[src/rtl/boot_seq_pkg.sv]
package boot_seq_pkg;

    typedef enum logic [2:0] {
        ST_IDLE,
        ST_SCAN,
        ST_ERASE,
        ST_QUIESCE,
        ST_DRIVE,
        ST_BRANCH,
        ST_DONE,
        ST_OFF
    } seq_state_t;

    typedef enum logic [1:0] {
        SC_IDLE,
        SC_ISSUE,
        SC_WAIT
    } scan_state_t;

    typedef enum logic [1:0] {
        ER_IDLE,
        ER_PULSE,
        ER_WAIT
    } erase_state_t;

    typedef struct packed {
        logic done;
        logic blank;
    } scan_result_t;

    typedef struct packed {
        logic rx_en;
        logic tx_en;
        logic baud_keep;
        logic txd_oe;
        logic txd_lvl;
    } serial_pins_t;

    localparam logic [15:0] DEFAULT_LOADER_ENTRY = 16'hE088;

    function automatic seq_state_t state_after_scan(input scan_result_t r);
        return r.blank ? ST_QUIESCE : ST_ERASE;
    endfunction

endpackage

[src/rtl/scan_unit.sv]
module scan_unit
    import boot_seq_pkg::*;
#(
    parameter int NUM_WORDS = 1024,
    parameter int DATA_W    = 32,
    parameter int ADDR_W    = $clog2(NUM_WORDS)
) (
    input  logic              clk,
    input  logic              rst,
    input  logic              start,
    output logic              rd_valid,
    output logic [ADDR_W-1:0] rd_addr,
    input  logic              rd_ready,
    input  logic              rsp_valid,
    input  logic [DATA_W-1:0] rsp_data,
    output scan_result_t      res
);
    localparam logic [ADDR_W-1:0] LAST_IDX = ADDR_W'(NUM_WORDS - 1);

    scan_state_t       st;
    logic [ADDR_W-1:0] idx;
    logic              hit;
    logic              dirty;

    always_comb begin
        rd_valid  = (st == SC_ISSUE);
        rd_addr   = idx;
        hit       = (st == SC_WAIT) && rsp_valid;
        dirty     = hit && !(&rsp_data);
        res.done  = hit && (dirty || (idx == LAST_IDX));
        res.blank = hit && !dirty;
    end

    always_ff @(posedge clk) begin
        if (rst) begin
            st  <= SC_IDLE;
            idx <= '0;
        end else begin
            case (st)
                SC_IDLE: begin
                    if (start) begin
                        idx <= '0;
                        st  <= SC_ISSUE;
                    end
                end
                SC_ISSUE: begin
                    if (rd_ready) st <= SC_WAIT;
                end
                SC_WAIT: begin
                    if (hit) begin
                        if (res.done) begin
                            st <= SC_IDLE;
                        end else begin
                            idx <= idx + 1'b1;
                            st  <= SC_ISSUE;
                        end
                    end
                end
                default: st <= SC_IDLE;
            endcase
        end
    end

    // a request that is not yet accepted keeps its address
    a_r3_hold_request: assert property (@(posedge clk) disable iff (rst)
        (rd_valid && !rd_ready) |=> (rd_valid && $stable(rd_addr)));

    // after an all-ones word that is not the last, the next address follows
    a_r3_next_address: assert property (@(posedge clk) disable iff (rst)
        (hit && !res.done) |=> (rd_valid && rd_addr == ADDR_W'($past(rd_addr) + 1'b1)));

endmodule

[src/rtl/erase_unit.sv]
module erase_unit
    import boot_seq_pkg::*;
#(
    parameter int NUM_BLOCKS = 16,
    parameter int BLK_W      = $clog2(NUM_BLOCKS)
) (
    input  logic             clk,
    input  logic             rst,
    input  logic             start,
    output logic             er_start,
    output logic [BLK_W-1:0] er_blk,
    input  logic             er_done,
    output logic             busy,
    output logic             fin
);
    localparam logic [BLK_W-1:0] LAST_BLK = BLK_W'(NUM_BLOCKS - 1);

    erase_state_t     st;
    logic [BLK_W-1:0] blk;
    logic             step;

    always_comb begin
        er_start = (st == ER_PULSE);
        er_blk   = blk;
        busy     = (st != ER_IDLE);
        step     = (st == ER_WAIT) && er_done;
        fin      = step && (blk == LAST_BLK);
    end

    always_ff @(posedge clk) begin
        if (rst) begin
            st  <= ER_IDLE;
            blk <= '0;
        end else begin
            case (st)
                ER_IDLE: begin
                    if (start) begin
                        blk <= '0;
                        st  <= ER_PULSE;
                    end
                end
                ER_PULSE: st <= ER_WAIT;
                ER_WAIT: begin
                    if (fin) begin
                        st <= ER_IDLE;
                    end else if (step) begin
                        blk <= blk + 1'b1;
                        st  <= ER_PULSE;
                    end
                end
                default: st <= ER_IDLE;
            endcase
        end
    end

    // each erase command lasts one cycle
    a_r5_single_pulse: assert property (@(posedge clk) disable iff (rst)
        er_start |=> !er_start);

    // no new command while the current block is unfinished
    a_r5_wait_for_done: assert property (@(posedge clk) disable iff (rst)
        ((st == ER_WAIT) && !er_done) |=> !er_start);

    // blocks are taken in ascending order
    a_r5_ascending: assert property (@(posedge clk) disable iff (rst)
        (step && !fin) |=> (er_start && er_blk == BLK_W'($past(er_blk) + 1'b1)));

endmodule

[src/rtl/port_ctrl.sv]
module port_ctrl
    import boot_seq_pkg::*;
(
    input  logic         clk,
    input  logic         rst,
    input  seq_state_t   st,
    output serial_pins_t pins,
    output logic         branch_req,
    output logic         done
);
    always_ff @(posedge clk) begin
        if (rst) begin
            pins       <= '0;
            branch_req <= 1'b0;
            done       <= 1'b0;
        end else begin
            branch_req <= 1'b0;
            case (st)
                ST_SCAN: begin
                    pins.rx_en     <= 1'b1;
                    pins.tx_en     <= 1'b1;
                    pins.baud_keep <= 1'b1;
                end
                ST_QUIESCE: begin
                    pins.rx_en <= 1'b0;
                    pins.tx_en <= 1'b0;
                end
                ST_DRIVE: begin
                    pins.txd_oe  <= 1'b1;
                    pins.txd_lvl <= 1'b1;
                end
                ST_BRANCH: begin
                    branch_req <= 1'b1;
                    done       <= 1'b1;
                end
                default: ;
            endcase
        end
    end

    // the baud value is never released once kept
    a_r8_baud_kept: assert property (@(posedge clk) disable iff (rst)
        pins.baud_keep |=> pins.baud_keep);

    // the transmit pin turns on only with the serial enables already off
    a_r9_txd_after_quiesce: assert property (@(posedge clk) disable iff (rst)
        $rose(pins.txd_oe) |-> (!pins.rx_en && !pins.tx_en && pins.txd_lvl));

    // done is sticky and branch_req is one cycle
    a_r10_done_held: assert property (@(posedge clk) disable iff (rst)
        done |=> done);
    a_r10_branch_once: assert property (@(posedge clk) disable iff (rst)
        branch_req |=> !branch_req);

endmodule

[src/rtl/boot_handoff_seq.sv]
module boot_handoff_seq
    import boot_seq_pkg::*;
#(
    parameter int              NUM_WORDS     = 1024,
    parameter int              DATA_W        = 32,
    parameter int              NUM_BLOCKS    = 16,
    parameter int              TGT_W         = 16,
    parameter logic [TGT_W-1:0] BRANCH_TARGET = TGT_W'(DEFAULT_LOADER_ENTRY),
    localparam int             ADDR_W        = $clog2(NUM_WORDS),
    localparam int             BLK_W         = $clog2(NUM_BLOCKS)
) (
    input  logic              clk,
    input  logic              rst,
    input  logic              boot_mode,
    output logic              rd_valid,
    output logic [ADDR_W-1:0] rd_addr,
    input  logic              rd_ready,
    input  logic              rsp_valid,
    input  logic [DATA_W-1:0] rsp_data,
    output logic              er_start,
    output logic [BLK_W-1:0]  er_blk,
    input  logic              er_done,
    output logic              sci_re,
    output logic              sci_te,
    output logic              baud_keep,
    output logic              txd_oe,
    output logic              txd_out,
    output logic              irq_mask,
    output logic              branch_req,
    output logic [TGT_W-1:0]  branch_addr,
    output logic              done
);
    seq_state_t   st;
    scan_result_t scan_res;
    serial_pins_t pins;
    logic         scan_go;
    logic         erase_go;
    logic         erase_busy;
    logic         erase_fin;

    always_comb begin
        scan_go  = (st == ST_IDLE) && boot_mode;
        erase_go = (st == ST_SCAN) && scan_res.done && !scan_res.blank;
    end

    always_ff @(posedge clk) begin
        if (rst) begin
            st <= ST_IDLE;
        end else begin
            case (st)
                ST_IDLE:    st <= boot_mode ? ST_SCAN : ST_OFF;
                ST_SCAN:    if (scan_res.done) st <= state_after_scan(scan_res);
                ST_ERASE:   if (erase_fin) st <= ST_QUIESCE;
                ST_QUIESCE: st <= ST_DRIVE;
                ST_DRIVE:   st <= ST_BRANCH;
                ST_BRANCH:  st <= ST_DONE;
                ST_DONE:    st <= ST_DONE;
                default:    st <= ST_OFF;
            endcase
        end
    end

    scan_unit #(
        .NUM_WORDS (NUM_WORDS),
        .DATA_W    (DATA_W),
        .ADDR_W    (ADDR_W)
    ) u_scan (
        .clk       (clk),
        .rst       (rst),
        .start     (scan_go),
        .rd_valid  (rd_valid),
        .rd_addr   (rd_addr),
        .rd_ready  (rd_ready),
        .rsp_valid (rsp_valid),
        .rsp_data  (rsp_data),
        .res       (scan_res)
    );

    erase_unit #(
        .NUM_BLOCKS (NUM_BLOCKS),
        .BLK_W      (BLK_W)
    ) u_erase (
        .clk      (clk),
        .rst      (rst),
        .start    (erase_go),
        .er_start (er_start),
        .er_blk   (er_blk),
        .er_done  (er_done),
        .busy     (erase_busy),
        .fin      (erase_fin)
    );

    port_ctrl u_port (
        .clk        (clk),
        .rst        (rst),
        .st         (st),
        .pins       (pins),
        .branch_req (branch_req),
        .done       (done)
    );

    assign sci_re      = pins.rx_en;
    assign sci_te      = pins.tx_en;
    assign baud_keep   = pins.baud_keep;
    assign txd_oe      = pins.txd_oe;
    assign txd_out     = pins.txd_lvl;
    assign irq_mask    = (st == ST_ERASE);
    assign branch_addr = BRANCH_TARGET;

    // every erase command is issued under the interrupt mask
    a_r6_mask_covers_erase: assert property (@(posedge clk) disable iff (rst)
        er_start |-> irq_mask);

    // the mask is held only while the eraser is working
    a_r6_mask_needs_erase: assert property (@(posedge clk) disable iff (rst)
        irq_mask |-> erase_busy);

    // a blank scan result never leads to erase
    a_r4_blank_no_erase: assert property (@(posedge clk) disable iff (rst)
        (scan_res.done && scan_res.blank) |=> !er_start);

    // the branch leaves with the serial enables cleared
    a_r7_serial_off_at_branch: assert property (@(posedge clk) disable iff (rst)
        branch_req |-> (!sci_re && !sci_te && baud_keep));

    // without boot mode nothing is requested
    a_r2_off_quiet: assert property (@(posedge clk) disable iff (rst)
        (st == ST_OFF) |-> (!rd_valid && !er_start && !done));

endmodule

[config.mk]
export PLATFORM = sky130hd
export DESIGN_NAME = boot_handoff_seq
export DESIGN_NICKNAME = d
export VERILOG_FILES = /design/src/rtl/boot_seq_pkg.sv /design/src/rtl/scan_unit.sv /design/src/rtl/erase_unit.sv /design/src/rtl/port_ctrl.sv /design/src/rtl/boot_handoff_seq.sv
export SDC_FILE = /design/constraint.sdc
export NUM_CORES = 1
export LEC_CHECK = 0
export ABC_CLOCK_PERIOD_IN_PS = 2100
export BUFFER_PORTS_ARGS = -buffer_cell sky130_fd_sc_hd__buf_2
export CORE_MARGIN = 2
export CORE_UTILIZATION = 40
export DETAILED_ROUTE_END_ITERATION = 8
export PLACE_DENSITY = 0.75
export SLEW_MARGIN = 15
export SYNTH_ARGS = -nofsm -noshare
export SYNTH_HDL_FRONTEND = slang
export SYNTH_SLANG_ARGS = --single-unit
[constraint.sdc]
create_clock -name clk -period 2.1 [get_ports clk]
set_clock_uncertainty 0.15 [all_clocks]
set_input_delay 0.63 -clock clk [delete_from_list [all_inputs] [get_ports clk]]
set_output_delay 0.63 -clock clk [all_outputs]
set_load 0.05 [all_outputs]
==> results of run 1 <==
==> final cells by class <==
| cell class | instances | area, um2 |
|---|---|---|
| fill | 333 | 1568 |
| tap | 48 | 60.06 |
| clock buffer | 3 | 41.29 |
| timing repair buffer | 76 | 461.7 |
| inverter | 6 | 22.52 |
| clock inverter | 1 | 30.03 |
| multi-input combinational | 141 | 897.1 |
| sequential | 26 | 525.5 |
==> what timing repair did <==
action                     4_1_cts  5_1_grt
gates cloned                     0        1
pin swaps                        1        8
buffers inserted                 0        3
resized for setup                1       18
setup endpoints to repair        2        8
==> Yosys cell counts (3+ instances only) <==
library cell,n
a31oi_1,6
nand3_1,6
nand4_1,9
nor2_1,15
a21oi_1,15
o21ai_0,7
or3_1,5
nor2b_1,4
buf_4,18
clkbuf_1,3
or4_1,5
a21o_1,3
dfxtp_1,26
nand2b_1,4
inv_1,6
nand2_1,16
o31ai_1,4
==> state kept, by name (all words and copies together), names as in the netlist <==
name               count
u_scan.rd_addr        10
u_erase.er_blk         4
st                     3
u_port.pins            3
u_erase.st             2
u_scan.st              2
u_port.branch_req      1
u_port.done            1
==> cell families (layout without fill, tap and decap cells) <==
logic type	Yosys count	count (layout)	synth area share, %
flip-flops	26	26	34.99
adder cells (fa/ha/maj)	2	2	1.682
AND/OR/NAND/NOR	76	76	29.35
other	2	16	0.5048
buffers and inverters	30	86	12.78
AO/OA/AOI/OAI	45	46	20.02
multiplexers	1	1	0.6729
==> power by group <==
part / internal (mW) / switching, mW
sequential: 0.513 / 0.0107
combinational: 0.0874 / 0.212
clock: 0.255 / 0.165
==> stage by stage <==
step                total power [mW]  cells
floorplan                     0.7703    196
global placement              0.8176    293
detailed placement            0.8199    293
CTS                            1.239    297
global route                   1.292    301
finish                         1.243    301
==> metal layers <==
| layer | part of all wire, % | wire length (um) | GRT usage, % |
|---|---|---|---|
| met1 | 42 | 1625 | 21.93 |
| met2 | 51 | 1990 | 29.38 |
| met3 | 5.7 | 222 | 2.951 |
| met4 | 1.5 | 57 | 5.851 |
| met5 | 0 | 0 | 0 |
==> worst max-delay path, stage by stage <==
cell and delay [ns]:
buf_2 0.09, nand4_1 0.16, nor4_4 0.25, buf_4 0.18, o2111ai_4 0.14, or4_4 0.56
a21oi_2 0.14
==> final timing paths <==
check / startpoint / end / cells past startpoint
setup / recovery: rsp_data[6] / u_scan.rd_addr[7]$_SDFFE_PP0P_ / 7
hold reg to reg: u_port.done$_SDFFE_PP0P_ / u_port.done$_SDFFE_PP0P_ / 1
hold / removal: u_port.done$_SDFFE_PP0P_ / u_port.done$_SDFFE_PP0P_ / 1
setup reg to reg: u_scan.st[0]$_SDFFE_PP0P_ / u_scan.rd_addr[7]$_SDFFE_PP0P_ / 5
==> impl_metrics.toml, run 1 <==
[floorplanning]
die_w_um = 64.99
rows = 22
die_y_um = 64.99
die-area_um2 = 4223
io_pins = 78
core_um2 = 3606
start_util_pct = 41.26

[worst_setup_path]
regToRegSetupSlack_ns = 0.06
cp-start-kind = "primary input"
worstSetupPathType = "primary input to flip-flop"
cp-end-kind = "flip-flop"
cp_max_fo = 5
required_ns = 2.16
worstPathArrival_ns = 2.16

[global_routing]
antenna_found_initial = 0
grt_max_degree = 16
overflow = 0
grt_pass1_wl_mm = 5.865
grt_pass1_vias = 1339
grtUsageTotal_pct = 17.26

[placement]
finalWeightedCongestion = 0.8906
port_buffers = 61
place_area_um2 = 1833
post-place-ws_ns = -0.3346
dp_hpwl_mm = 2.594

[cts]
cts_inserted_buffers = 3
clockRootBuffer = "clkbuf_8"
postCtsHoldBufs = 0
clk_path_buf_depth = 2
clk_pin_slew_worst_paths_ns = 0.09
cts_sinks = 26
tritoncts = "yes"
clkLatencyLatePin_ns = 0.28
cts_max_level = 1

[run]
cap_violations = 0

[layout]
num-nets-final = 294
fin_area_um2 = 2038
layout-drive-gt1-share_pct = 39.53
mostFrequentLayoutCell = "buf_2"
post-route-util_pct = 56.52
layout_common_cells = "buf_2, dfxtp_1, nand2_1, conb_1"
synthToLayoutAreaGrowth_pct = 37.01
antennaDiodeCount = 0

[routing]
ant_nets = 0
route.detailed.drc = 0
vias_per_cell = 5.163
wirelength_mm = 3.896
vias = 1554
wl_per_cell_um = 12.94
drt_iter0_markers = 77
dr.pass1.iters = 4

[synth]
yosysSeqAreaShare_pct = 34.99
ys_seq_elements = 26
syn_area_um2 = 1488
synth_flop_cell = "dfxtp_1"
async_reset_ff_share_pct = 0
synthCells = 182
postSynthAreaPerCell_um2 = 8.174
synth_top_area_share_pct = 34.99
synth_top_cells_by_area = "dfxtp_1, buf_4, a21oi_1"
ys_types = 39
yosysWarnings = 0
synth_top_area_cell = "dfxtp_1"
synth_edf_count = 0

[min_path]
worstHoldPathType = "flip-flop to flip-flop"

[timing]
finalMaxSlewViolations = 0
hold_viol_final = 0
rsz0062_at_grt = "yes"
worst_slack_ns = 0.0003717
layout_min_cycle_time_ns = 2.100
timing.setup.tns_ns = 0
finalCritPeriodShare_pct = 99.98
fin_hold_ws_ns = 0.3327
finalSetupViolCount = 0
max_freq_ghz = 0.4763

[outcome]
outcome = "completed"

[pwr]
ir_worst_vdd_mv = 0.3600
power_density_nw_per_um2 = 609.7
p_leak_nw = 0.9193
(Power assumes the default switching activity.)
==> run 2: changes to the inputs <==
- ABC_AREA: default -> 1
- ABC_CLOCK_PERIOD_IN_PS: 2100 -> default
- CORE_UTILIZATION: 40 -> 42
- PLACE_DENSITY: 0.75 -> 0.82
==> run 2 against run 1 <==
Via count rose by 8.1%; worst setup slack better by 0.12 ns; power is 50% higher; synthesized area up 9.8%; routed wire length fell by 8.6%; first-iteration DRC count increased by 32%; sequential share of layout area up 0.43 points; core utilization down 2.7 points; critical path depth shrank 5.
==> impl_metrics.toml, run 2 <==
[layout]
layout_common_cells = "nand2_1, buf_2, nor2_1, dfxtp_1, inv_1"
antennaDiodeCount = 0
n_fill_cell = 387
largest_reg_flops = 10
layout-drive-gt1-share_pct = 27.94
mostFrequentLayoutCell = "nand2_1"
fin_area_um2 = 1986
post-route-util_pct = 53.83
stdcell_count = 363
num-nets-final = 356
synthToLayoutAreaGrowth_pct = 21.61

[floorplanning]
start_util_pct = 44.27
die_w_um = 66.35
core_um2 = 3689
die_y_um = 66.35
rows = 22
die-area_um2 = 4402
io_pins = 78

[synth]
postSynthAreaPerCell_um2 = 6.378
synth_compound_area_share_pct = 8.046
muxShareOfSynthArea_pct = 0
synth_top_family_by_area = "simple AND/OR/NAND/NOR gates"
synth_top_area_cell = "dfxtp_1"
synth_top_cells_by_area = "dfxtp_1, nand2_1, nor2_1"
yosys.area_share.simple_pct = 40.92
synthAdderAreaFrac_pct = 1.533
syn_area_um2 = 1633
ys_types = 27
yosysMostFrequentCell = "nand2_1"
synthXorXnorAreaFrac_pct = 1.609
synth_common_cells = "nand2_1, nor2_1, dfxtp_1"
yosysWarnings = 0
synth_edf_count = 0
ys_seq_elements = 26
synthCells = 256
yosysSeqAreaShare_pct = 31.88
async_reset_ff_share_pct = 0
synth_top_area_share_pct = 31.88
synth_flop_cell = "dfxtp_1"

[timing]
fin_hold_ws_ns = 0.3139
hold_viol_final = 0
finalMaxSlewViolations = 0
rsz0062_at_grt = "no"
worst_slack_ns = 0.1174
finalSetupViolCount = 0
finalCritPeriodShare_pct = 94.41
max_freq_ghz = 0.5044
timing.setup.tns_ns = 0
layout_min_cycle_time_ns = 1.983

[cts]
cts_inserted_buffers = 3
ctsResizeCount = 0
cts_max_level = 1
clockRootBuffer = "clkbuf_8"
clk_path_buf_depth = 2
clk_pin_slew_worst_paths_ns = 0.09
clkLatencyLatePin_ns = 0.27
cts_sinks = 26
tritoncts = "yes"
postCtsSetupRepairBufs = 0
postCtsHoldBufs = 0

[min_path]
worstHoldPathType = "flip-flop to flip-flop"
holdPathStages = 2

[pwr]
power_density_nw_per_um2 = 939.9
p_leak_nw = 0.9446
power.switching_mw = 0.8257
ir_worst_vdd_mv = 0.7154
intPower_mw = 1.041
p_comb_share_pct = 43.3
power.total_mw = 1.866
p_sw_share_pct = 44.24
clock_power_share_pct = 22.2
seqPwrFrac_pct = 34.5

[routing]
vias_per_cell = 4.628
drt_iter0_markers = 102
wirelength_mm = 3.559
vias = 1680
dr.pass1.iters = 4
ant_nets = 0
wl_per_cell_um = 9.804
route.detailed.drc = 0

[outcome]
outcome = "completed"

[worst_setup_path]
cp_max_fo = 8
cp-start-kind = "flip-flop"
cp-end-kind = "primary output"
required_ns = 1.32
r2r_cells = 10
worstSetupPathType = "flip-flop to primary output"
worstPathArrival_ns = 1.20

[placement]
port_buffers = 61
post-place-ws_ns = 0.1097
finalWeightedCongestion = 0.8366
place_area_um2 = 1914
dp_hpwl_mm = 2.770
placed_cells = 359

[global_routing]
grt_pass1_wl_mm = 6.141
grt_max_degree = 16
grtUsageTotal_pct = 17.45
overflow = 0
antenna_found_initial = 0
grt_pass1_vias = 1541

[run]
cap_violations = 0
[run 2: cell types whose count changed in the layout (fill, tap and decap cells not counted), sizes merged, moves of 5 or more]
cell   previous run  this run
nand3             6        23
inv               6        23
nand4            10         2
nor2             15        45
nand2            16        72
buf              76        64
a31oi             6         1
or4               5         0
or3               5         0
[run 2: worst max-delay path, stage by stage (launching register included)]
cell     delay (ns)
dfxtp_1        0.40
nor3_2         0.23
buf_2          0.30
[run 2: cell type report]
cell class,count,area (um2),area share (%)
Clock buffer,3,41.29,2.079
Tap cell,48,60.06,3.025
Sequential cell,26,520.5,26.21
Clock inverter,1,30.03,1.512
Inverter,24,90.09,4.537
Timing Repair Buffer,64,327.8,16.51
Multi-Input combinational cell,197,915.9,46.12
[run 2: kinds of logic (layout without fill, tap and decap cells)]
| family | Yosys count | in the layout |
|---|---|---|
| other | 2 | 16 |
| flip-flops | 26 | 26 |
| XOR/XNOR | 3 | 3 |
| adder cells (fa/ha/maj) | 2 | 2 |
| buffers and inverters | 47 | 92 |
| AO/OA/AOI/OAI | 25 | 25 |
| AND/OR/NAND/NOR | 151 | 151 |
[run 2: metal layers]
metal | part of all wire, % | vias to the layer above | global-route usage [%] | wire, um
li1 | - | 888 | - | -
met1 | 44 | 742 | 19.52 | 1557
met2 | 51 | 45 | 33.50 | 1798
met3 | 4.9 | 5 | 3.066 | 176
met4 | 0.73 | 0 | 4.337 | 26
met5 | 0 | - | 0 | 0
[run 2: path summary, 6_finish.rpt]
| kind | startpoint | slack, ns | to |
|---|---|---|---|
| min | u_port.done$_SDFFE_PP0P_ | 0.31 | u_port.done$_SDFFE_PP0P_ |
| min reg2reg | u_port.done$_SDFFE_PP0P_ | 0.31 | u_port.done$_SDFFE_PP0P_ |
| max reg2reg | u_scan.rd_addr[0]$_SDFFE_PP0P_ | 0.33 | u_scan.rd_addr[0]$_SDFFE_PP0P_ |
| max | st[2]$_SDFFE_PP0P_ | 0.12 | irq_mask |
[run 2: power groups by stage]
stage / Combinational (mW) / Clock, mW / Sequential [mW]
3_3_place_gp: 0.807 / 0 / 0.652
3_5_place_dp: 0.813 / 0 / 0.654
5_1_grt: 0.878 / 0.447 / 0.655
4_1_cts: 0.813 / 0.426 / 0.644
2_1_floorplan: 0.549 / 0 / 0.781
6_report: 0.808 / 0.415 / 0.644
==> run 3: changes to the inputs <==
- ABC_AREA: 1 -> default
- CORE_UTILIZATION: 42 -> 40
- PLACE_DENSITY: 0.82 -> 0.8
==> run 3 against run 2 <==
Critical endpoint is now u_scan.rd_addr[3]$_SDFFE_PP0P_; critical path type is now primary input to flip-flop; routed wire length is 2.1% lower; largest cell class unchanged; design area is 2.5% lower; via count is 11% lower; die area is 4.1% lower; non-clock buffer count is 6 higher; critical path depth is 4 higher; sequential power is 19% lower; combinational power is 63% lower; clock power hardly changed.
==> impl_metrics.toml, run 3 (synthesis results as in run 1) <==
[floorplanning]
die_y_um = 64.99
rows = 22
start_util_pct = 41.26
die-area_um2 = 4223
core_um2 = 3606
die_w_um = 64.99
io_pins = 78

[pwr]
power_density_nw_per_um2 = 636.2
power.total_mw = 1.232
p_leak_nw = 0.8846
ir_worst_vdd_mv = 0.5643

[layout]
n_fill_cell = 341
antennaDiodeCount = 0
largest_reg_flops = 10
fin_area_um2 = 1937
mostFrequentLayoutCell = "buf_2"
layout-drive-gt1-share_pct = 34.55
post-route-util_pct = 53.71
layout_common_cells = "buf_2, dfxtp_1, nand2_1, conb_1"
num-nets-final = 287
synthToLayoutAreaGrowth_pct = 30.19

[global_routing]
grt_max_degree = 16
grt_pass1_vias = 1386
grtUsageTotal_pct = 17.13
grt_pass1_wl_mm = 5.892
overflow = 0
antenna_found_initial = 0

[routing]
drt_iter0_markers = 61
dr.pass1.iters = 4
route.detailed.drc = 0
wirelength_mm = 3.486
vias_per_cell = 5.068
wl_per_cell_um = 11.86
ant_nets = 0
vias = 1490

[worst_setup_path]
cp-start-kind = "primary input"
cp_cell_sequence = "buf_6, nand4_1, nor4_4, o2111ai_4, or4_1, a21oi_1"
cp_max_fo = 9
cp_slowest_cell = "or4_1"
worstSetupPathType = "primary input to flip-flop"
regToRegSetupSlack_ns = 0.17
worstPathArrival_ns = 2.10
critical_path.max_stage_delay_ns = 0.56
required_ns = 2.15
cp-end-kind = "flip-flop"

[placement]
port_buffers = 61
place_area_um2 = 1810
finalWeightedCongestion = 0.7870
dp_hpwl_mm = 2.564

[timing]
finalCritPeriodShare_pct = 97.55
layout_min_cycle_time_ns = 2.049
finalMaxSlewViolations = 0
max_freq_ghz = 0.4881
fin_hold_ws_ns = 0.3276
finalSetupViolCount = 0
timing.setup.tns_ns = 0
rsz0062_at_grt = "yes"
hold_viol_final = 0

[cts]
cts_sinks = 26
clockRootBuffer = "clkbuf_8"
cts_max_level = 1
postCtsSetupRepairBufs = 0
tritoncts = "yes"
clkLatencyLatePin_ns = 0.27
clk_path_buf_depth = 2
cts_inserted_buffers = 3
clk_pin_slew_worst_paths_ns = 0.09

[min_path]
worstHoldPathType = "flip-flop to flip-flop"

[run]
cap_violations = 0

[outcome]
outcome = "completed"
## run 3: cell types whose count changed in the layout (fill, tap and decap cells not counted), sizes merged, moves of 5 or more
| cell | delta |
|---|---|
| nand2 | -56 |
| nor2 | -30 |
| inv | -17 |
| nand3 | -17 |
| nand4 | +8 |
| buf | +6 |
| a31oi | +5 |
| or3 | +5 |
| or4 | +5 |
## run 3: area by class of cell
class,instances,area [um2],area share [%]
well taps,48,60.06,3.101
inverters,6,22.52,1.163
multi-input cells,140,840.8,43.41
clock buffers,3,41.29,2.132
clock inverters,1,30.03,1.550
repair buffers,70,416.7,21.51
flip-flops and latches,26,525.5,27.13
## run 3: through the flow
step	cells	worst slack (ns)
after detailed placement	290	-0.2784
after floorplan	196	-0.1369
after global placement	290	-0.2381
final	294	0.05135
after CTS	294	0.01482
after global routing	294	-0.01121
## run 3: path summary, 6_finish.rpt
| kind | start | endpoint | depth (start not counted) |
|---|---|---|---|
| setup / recovery | rsp_data[14] | u_scan.rd_addr[3]$_SDFFE_PP0P_ | 6 |
| hold / removal | u_port.pins[2]$_SDFFE_PP0P_ | u_port.pins[2]$_SDFFE_PP0P_ | 2 |
| setup reg to reg | st[2]$_SDFFE_PP0P_ | u_erase.er_blk[3]$_SDFFE_PP0P_ | 6 |
| hold reg to reg | u_port.pins[2]$_SDFFE_PP0P_ | u_port.pins[2]$_SDFFE_PP0P_ | 2 |
## run 3: what timing repair did
item,CTS,global route
gates resized for setup,0,10
hold buffers,0,0
endpoints found under the setup margin,0,10
## run 3: per-layer routing
| metal | vias to the layer above | wire [um] | track usage (%) |
|---|---|---|---|
| met5 | - | 0 | 0 |
| li1 | 757 | - | - |
| met4 | 0 | 28 | 4.521 |
| met1 | 681 | 1478 | 21.03 |
| met3 | 4 | 204 | 4.167 |
| met2 | 48 | 1775 | 29.77 |
## run 3: power by group
part / total [mW] / internal [mW] / switching [mW]
combinational: 0.296 / 0.0855 / 0.211
clock: 0.412 / 0.255 / 0.157
sequential: 0.524 / 0.513 / 0.0107
total: 1.23 / 0.854 / 0.379
## run 3: critical path, delay by kind of cell
family                 cells  cell delay (ns)
AND/OR/NAND/NOR            3             1.07
AO/OA/AOI/OAI              2             0.35
buffers and inverters      1             0.06
